**config.mk**
```make
export PLATFORM = sky130hd
export DESIGN_NAME = spi_pause_ctrl
export DESIGN_NICKNAME = d
export VERILOG_FILES = /design/src/rtl/spi_pause_pkg.sv /design/src/rtl/spi_pause_sync.sv /design/src/rtl/spi_pause_fsm.sv /design/src/rtl/spi_pause_gate.sv /design/src/rtl/spi_pause_ctrl.sv
export SDC_FILE = /design/constraint.sdc
export NUM_CORES = 1
export LEC_CHECK = 0
export CAP_MARGIN = 20
export CORE_AREA = 2 2 39 41
export DETAILED_ROUTE_END_ITERATION = 7
export DIE_AREA = 0 0 41 43
export DONT_BUFFER_PORTS = 1
export SLEW_MARGIN = 20
export SYNTH_ARGS = -nofsm -noshare
export SYNTH_HDL_FRONTEND = slang
export SYNTH_SLANG_ARGS = --single-unit
export TNS_END_PERCENT = 30
```
**constraint.sdc**
```tcl
create_clock -name clk -period 0.95 [get_ports clk]
set_input_delay 0.095 -clock clk [delete_from_list [all_inputs] [get_ports clk]]
set_output_delay 0.095 -clock clk [all_outputs]
set_load 0.01 [all_outputs]
```
**src/rtl/spi_pause_pkg.sv**
```systemverilog
package spi_pause_pkg;
  typedef enum logic [1:0] {
    PZ_PASS   = 2'd0,
    PZ_ARMED  = 2'd1,
    PZ_PAUSED = 2'd2
  } pause_state_e;

  localparam int PIN_W   = 4;
  localparam int IDX_CS  = 0;
  localparam int IDX_CLK = 1;
  localparam int IDX_HLD = 2;
  localparam int IDX_SI  = 3;
  localparam logic [PIN_W-1:0] PIN_IDLE = 4'b0101; // si=0, hold_n=1, sclk=0, cs_n=1
endpackage

```
**src/rtl/spi_pause_sync.sv**
```systemverilog
module spi_pause_sync #(
  parameter int WIDTH = 4,
  parameter int STAGES = 2,
  parameter logic [WIDTH-1:0] INIT = '0
) (
  input  logic             clk,
  input  logic             rst_n,
  input  logic [WIDTH-1:0] din,
  output logic [WIDTH-1:0] dout
);
  logic [WIDTH-1:0] stage_q [STAGES];

  for (genvar s = 0; s < STAGES; s++) begin : g_stage
    if (s == 0) begin : g_first
      always_ff @(posedge clk or negedge rst_n) begin
        if (!rst_n) stage_q[s] <= INIT;
        else        stage_q[s] <= din;
      end
    end else begin : g_next
      always_ff @(posedge clk or negedge rst_n) begin
        if (!rst_n) stage_q[s] <= INIT;
        else        stage_q[s] <= stage_q[s-1];
      end
    end
  end

  assign dout = stage_q[STAGES-1];
endmodule

```
**src/rtl/spi_pause_fsm.sv**
```systemverilog
module spi_pause_fsm
  import spi_pause_pkg::*;
#(
  parameter int RST_LEN = 3
) (
  input  logic clk,
  input  logic rst_n,
  input  logic cs_n_s,
  input  logic sclk_s,
  input  logic hold_n_s,
  output logic paused,
  output logic core_rst
);
  localparam int CNT_W = $clog2(RST_LEN + 1);

  pause_state_e state_q, state_d;
  logic         hold_n_d;
  logic         hold_fall;
  logic         drop_evt;
  logic [CNT_W-1:0] rst_cnt_q;

  assign hold_fall = hold_n_d & ~hold_n_s;
  assign drop_evt  = (state_q == PZ_PAUSED) & cs_n_s;

  always_comb begin
    state_d = state_q;
    unique case (state_q)
      PZ_PASS: begin
        if (!cs_n_s && hold_fall)
          state_d = sclk_s ? PZ_ARMED : PZ_PAUSED;
      end
      PZ_ARMED: begin
        if (cs_n_s || hold_n_s) state_d = PZ_PASS;
        else if (!sclk_s)       state_d = PZ_PAUSED;
      end
      PZ_PAUSED: begin
        if (cs_n_s)                   state_d = PZ_PASS;
        else if (hold_n_s && !sclk_s) state_d = PZ_PASS;
      end
      default: state_d = PZ_PASS;
    endcase
  end

  always_ff @(posedge clk or negedge rst_n) begin
    if (!rst_n) begin
      state_q  <= PZ_PASS;
      hold_n_d <= 1'b1;
    end else begin
      state_q  <= state_d;
      hold_n_d <= hold_n_s;
    end
  end

  always_ff @(posedge clk or negedge rst_n) begin
    if (!rst_n)                rst_cnt_q <= '0;
    else if (drop_evt)         rst_cnt_q <= CNT_W'(RST_LEN);
    else if (rst_cnt_q != '0)  rst_cnt_q <= rst_cnt_q - 1'b1;
  end

  assign paused   = (state_q == PZ_PAUSED);
  assign core_rst = (rst_cnt_q != '0);
endmodule

```
**src/rtl/spi_pause_gate.sv**
```systemverilog
module spi_pause_gate (
  input  logic clk,
  input  logic rst_n,
  input  logic paused,
  input  logic cs_n_s,
  input  logic sclk_s,
  input  logic si_s,
  input  logic core_so,
  input  logic core_so_oe,
  output logic core_sclk,
  output logic core_si,
  output logic so_data,
  output logic so_oe
);
  logic si_held_q;

  always_ff @(posedge clk or negedge rst_n) begin
    if (!rst_n)       si_held_q <= 1'b0;
    else if (!paused) si_held_q <= si_s;
  end

  assign core_sclk = paused ? 1'b0 : sclk_s;
  assign core_si   = paused ? si_held_q : si_s;
  assign so_data   = core_so;
  assign so_oe     = core_so_oe & ~paused & ~cs_n_s;
endmodule

```
**src/rtl/spi_pause_ctrl.sv**
```systemverilog
module spi_pause_ctrl
  import spi_pause_pkg::*;
#(
  parameter int SYNC_STAGES = 2,
  parameter int RST_LEN = 3
) (
  input  logic clk,
  input  logic rst_n,
  input  logic cs_n_pin,
  input  logic sclk_pin,
  input  logic hold_n_pin,
  input  logic si_pin,
  input  logic core_so,
  input  logic core_so_oe,
  output logic core_cs_n,
  output logic core_sclk,
  output logic core_si,
  output logic core_rst,
  output logic hold_active,
  output logic so_data,
  output logic so_oe
);
  logic [PIN_W-1:0] pins_raw, pins_s;
  logic             paused;

  assign pins_raw[IDX_CS]  = cs_n_pin;
  assign pins_raw[IDX_CLK] = sclk_pin;
  assign pins_raw[IDX_HLD] = hold_n_pin;
  assign pins_raw[IDX_SI]  = si_pin;

  spi_pause_sync #(.WIDTH(PIN_W), .STAGES(SYNC_STAGES), .INIT(PIN_IDLE)) u_sync (
    .clk(clk), .rst_n(rst_n), .din(pins_raw), .dout(pins_s)
  );

  spi_pause_fsm #(.RST_LEN(RST_LEN)) u_fsm (
    .clk(clk), .rst_n(rst_n),
    .cs_n_s(pins_s[IDX_CS]), .sclk_s(pins_s[IDX_CLK]), .hold_n_s(pins_s[IDX_HLD]),
    .paused(paused), .core_rst(core_rst)
  );

  spi_pause_gate u_gate (
    .clk(clk), .rst_n(rst_n), .paused(paused),
    .cs_n_s(pins_s[IDX_CS]), .sclk_s(pins_s[IDX_CLK]), .si_s(pins_s[IDX_SI]),
    .core_so(core_so), .core_so_oe(core_so_oe),
    .core_sclk(core_sclk), .core_si(core_si), .so_data(so_data), .so_oe(so_oe)
  );

  assign core_cs_n   = pins_s[IDX_CS];
  assign hold_active = paused;
endmodule

```
* After elaboration in Yosys (flattened, before gate mapping)
Index checks and enable logic that the tools add are counted.
Storage, ports and cells: output and inout bits 7, input bits 8, word-level logic and storage cells 39, flip-flop bits (word level) 14
Cells by class: add/subtract/negate cells 1, muxes and demuxes 11, eq/ne operators 5, reductions and logical operators 9, bitwise gates (word level) 7
Operators by type and width (number):
- 2-bit two-way mux | 8
- 2-bit case mux with 3 select lines | 1
- 1-bit bitwise AND | 4
- 2-bit nonzero test | 2
- 3-bit by 2-bit != test with 1-bit output, second input constant | 1
- 3-bit != test, second input constant | 1
- 1-bit inverter | 3
- 3-bit AND reduction | 1
- 2-bit by 1-bit == test with 1-bit output, second input constant | 1
- 2-bit == test, second input constant | 1
- 1-bit logical AND | 2
- 1-bit logical NOT | 2
- 2-bit logical NOT | 1
- 1-bit two-way mux | 2
- 2-bit by 1-bit != test with 1-bit output, second input constant | 1
- 2-bit by 1-bit subtractor with 2-bit output, second input constant | 1
- 1-bit logical OR | 1

* Longest topological paths before layout
word-level depth 5, gate-level depth with buffers 4, gate-level depth less buffers 4

* By module
Synthesis repeated with hierarchy kept, for this count alone.
Unflattened totals: cell total of the unflattened synthesis 40, area, all modules 545.5 µm²
By module, submodules not included:
- spi_pause_fsm | cells each 23, sequential area each 126.4 µm², instances 1, area an instance 246.5 µm²
- spi_pause_sync | cells each 12, sequential area each 205.2 µm², instances 1, area an instance 235.2 µm²
- spi_pause_gate | cells each 5, sequential area each 25.0 µm², instances 1, area an instance 63.8 µm²

* Worst setup path after synthesis
OpenSTA, ideal clock, no wires.
path kind reg-to-reg, from reg u_fsm.state_q[0], to reg u_gate.si_held_q, buffers on the path 1, required time 0.817 ns, slack -0.148 ns, library setup time 0.133 ns, period minus slack after synthesis 1.098 ns, stages on the path, launching flop included 4, data arrival time 0.965 ns, path through dfrtp_1 > nor2b_1 > buf_6 > mux2_4
Between the ends: word-level cells in the longest chain between the ends 2
Ends and longest elaborated chain:
- from (decl) | RTL line spi_pause_fsm.sv:16 | pause_state_e state_q, state_d;
- from (signal assigned) | RTL line spi_pause_fsm.sv:49 | state_q <= state_d;
- 2-bit == test | RTL line spi_pause_fsm.sv:60 | assign paused = (state_q == PZ_PAUSED);
- net hold_active | RTL line spi_pause_ctrl.sv:19 | output logic hold_active,
- 1-bit two-way mux
- net core_si | RTL line spi_pause_ctrl.sv:17 | output logic core_si,
- to (signal assigned) | RTL line spi_pause_gate.sv:19 | else if (!paused) si_held_q <= si_s;
- to (decl) | RTL line spi_pause_gate.sv:15 | logic si_held_q;
The timed path passes the listed nets, and every way through them passes these cells. A chain may end at the register's enable or synchronous reset.

* Worst setup path after layout
from reg u_fsm.state_q[1], to out so_oe
Between the ends: word-level cells in the longest chain between the ends 4
Ends and longest elaborated chain:
- 2-bit == test | RTL line spi_pause_fsm.sv:60
- 1-bit inverter | RTL line spi_pause_gate.sv:25 | assign so_oe = core_so_oe & ~paused & ~cs_n_s;
- 1-bit bitwise AND (2 in a row) | RTL line spi_pause_gate.sv:25
- to (decl) | RTL line spi_pause_ctrl.sv:21 | output logic so_oe
No other way between the ends.

==> results_dict.tcl <==
set metrics [dict create \
    p_int_mw 1.15 \
    timing.hold.ws_ns 0.190 \
    comb_power_share_pct 34.1 \
    synth_fa_ha_area_share_pct 2.46 \
    insertion_delay_ns 0.27 \
    area.growth.synth_to_final_pct 34.4 \
    finalMaxSlewViolations 0 \
    totalWireLength_um 778 \
    htreeDepth 1 \
    cts-root-buf "clkbuf_4" \
    power.switching_mw 0.449 \
    min_period_ns 1.27 \
    pre_cts_ws_ns -0.156 \
    status "finished with violations" \
    end_kind "output port" \
    start_util_pct 36.8 \
    syn_avg_cell_area_um2 15.0 \
    wl_per_cell_um 12.0 \
    cts_buffer_depth 2 \
    switching_share_pct 28.1 \
    violations "negative setup slack" \
    skew_ns 0.00972 \
    grt_overflow_total 0 \
    synth_mux_area_share_pct 2.95 \
    grt_pass1_vias 305 \
    synthXorXnorAreaFrac_pct 1.72 \
    antenna_found_initial 0 \
    clkTransAtPathRegs_ns 0.07 \
    crit_path_start_kind "flop" \
    ir_worst_vdd_mv 1.12 \
    dp_cells 54 \
    ys_types 17 \
    final_nets 59 \
    grt_max_degree 15 \
    coreArea_mm2 0.00138 \
    pwr-share-clk_pct 20.7 \
    cts_inserted_buffers 3 \
    final_area_um2 684 \
    cts_tree "built" \
    gp_congestion 0.627 \
    layout_common_cells "dfrtp_1 (9), buf_4 (6), dlygate4sd3_1 (5), dfstp_2 (5), clkbuf_4 (3)" \
    ys_seq_area_share_pct 70.0 \
    ys_ff_latch 14 \
    die_y_um 43 \
    synth_top_family_by_area "compound AO/OA/AOI/OAI gates" \
    vias 298 \
    crit_path_max_fanout 5 \
    crit_required_ns 0.85 \
    die_x_um 41 \
    drc 0 \
    yosysTopAreaCellShare_pct 44.2 \
    drt_first_pass_iters 2 \
    hold_viol 0 \
    power_density_mw_per_mm2 2340 \
    finalSetupViolations 10 \
    final_common_cell "dfrtp_1" \
    rsz0062_at_grt "yes" \
    drive_gt1_share_pct 53.1 \
    port_buffers 0 \
    tightest_slew_ns 0.600 \
    seqPwrFrac_pct 45.2 \
    grt_use_total_pct 10.9 \
    postSynthCellCount 34 \
    dr.first_iter.drc_count 3 \
    arrival_ns 1.17 \
    slew_headroom_pct 59.9 \
    grt_pass1_wl_um 1230 \
    max_freq_mhz 788 \
    hp-class "input port to output port" \
    p_leak_nw 0.315 \
    worst-setup-path-type "flop to output port" \
    placed_area_um2 556 \
    diodes 0 \
    core.rowCount 14 \
    syn-num-nets 43 \
    synth_area_leader_cell "dfrtp_1" \
    antenna_left 0 \
    fin_cells 65 \
    layout_setup_ws_ns -0.318 \
    synthSimpleGateAreaFrac_pct 5.41 \
    synth-compound-area-share_pct 10.8 \
    pin_count 15 \
    dieArea_mm2 0.00176 \
    vias_per_cell 4.58 \
    cts_sinks 14 \
    synthTopCellsByArea "dfrtp_1 (44%), dfstp_2 (26%), inv_1 (2.9%), mux2_4 (2.9%), ha_1 (2.5%)" \
    maxCapViolations 0 \
    period_share_pct 134 \
    ys_warn_count 0 \
    syn_area_um2 509 \
]
metal layers:
| metal | share of wire [%] | GRT usage, % |
|---|---|---|
| met1 | 40 | 13.0 |
| met2 | 53 | 15.9 |
| met3 | 6.8 | 3.14 |
| met4 | 0 | 8.00 |
| met5 | 0 | 0 |
worst paths after layout:
check / depth (start not counted) / slack [ns] / to / startpoint
worst max register to register: 3 / -0.17 / u_fsm.state_q[1]$_DFFE_PN0P_ / u_fsm.state_q[0]$_DFFE_PN0P_
worst min-delay path: 0 / 0.19 / so_data / core_so
max in group asynchronous: 1 / 0.29 / u_fsm.state_q[0]$_DFFE_PN0P_ / rst_n
worst max-delay path: 4 / -0.32 / so_oe / u_fsm.state_q[1]$_DFFE_PN0P_
worst min register to register: 0 / 0.36 / u_sync.dout[3]$_DFF_PN0_ / u_sync.stage_q[7]$_DFF_PN0_
min in group asynchronous: 1 / 0.27 / u_fsm.rst_cnt_q[1]$_DFFE_PN0P_ / rst_n
cells in the mapped netlist (all sizes together):
master	n
dfstp	5
a221o	1
dfrtp	9
o2111a	1
a21oi	1
ha	1
o221a	1
nor2	2
buf	2
xnor2	1
inv	4
mux2	1
a21o	1
nor2b	2
nor3b	1
o21ba	1
cell families (layout without fill, tap and decap cells):
kind of cell    count (synthesis)  after routing
buf+inv                         6             21
fa+ha+maj                       1              1
simple gates                    5              5
compound gates                  6              6
xor+xnor                        1              1
flops                          14             14
mux                             1              1
layout make-up:
class / count / area (µm²)
tap: 16 / 20.0
sequential: 14 / 357
inverter: 4 / 17.5
clock buffer: 4 / 26.3
multi-input combinational: 14 / 146
fill: 128 / 699
timing repair buffer: 13 / 118
power groups by stage:
stage	Clock [mW]	Sequential, mW	Combinational, mW
floorplan	0	0.723	0.250
global placement	0	0.726	0.345
detailed placement	0	0.728	0.374
CTS	0.341	0.725	0.474
global route	0.380	0.732	0.592
finish	0.331	0.724	0.546
per-stage QoR:
stage	power [mW]	util [%]	setup TNS (ns)
floorplan	0.973	-	-0.486
CTS	1.54	48.8	-1.88
finish	1.60	49.5	-1.74
global placement	1.07	40.1	-0.483
global route	1.70	49.5	-2.24
detailed placement	1.10	40.1	-0.766
timing repair:
action,CTS,global route
buffers inserted,2,0
pin swaps,2,1
resized for setup,8,4
setup endpoints to repair,10,10
hold buffers,5,0
endpoints found under the hold margin,18,0
state kept, by name, summed over array words and instances (netlist names):
signal,cells
u_fsm.hold_n_d,1
u_sync.stage_q,4
u_fsm.state_q,2
u_fsm.rst_cnt_q,2
u_gate.si_held_q,1
u_sync.dout,4
critical path: stages (launching register included):
cell     delay [ns]
dfrtp_1        0.38
nor2b_4        0.14
buf_6          0.12
nor3b_2        0.14
buf_4          0.13
Note: power is estimated with default switching activity, not from simulation.
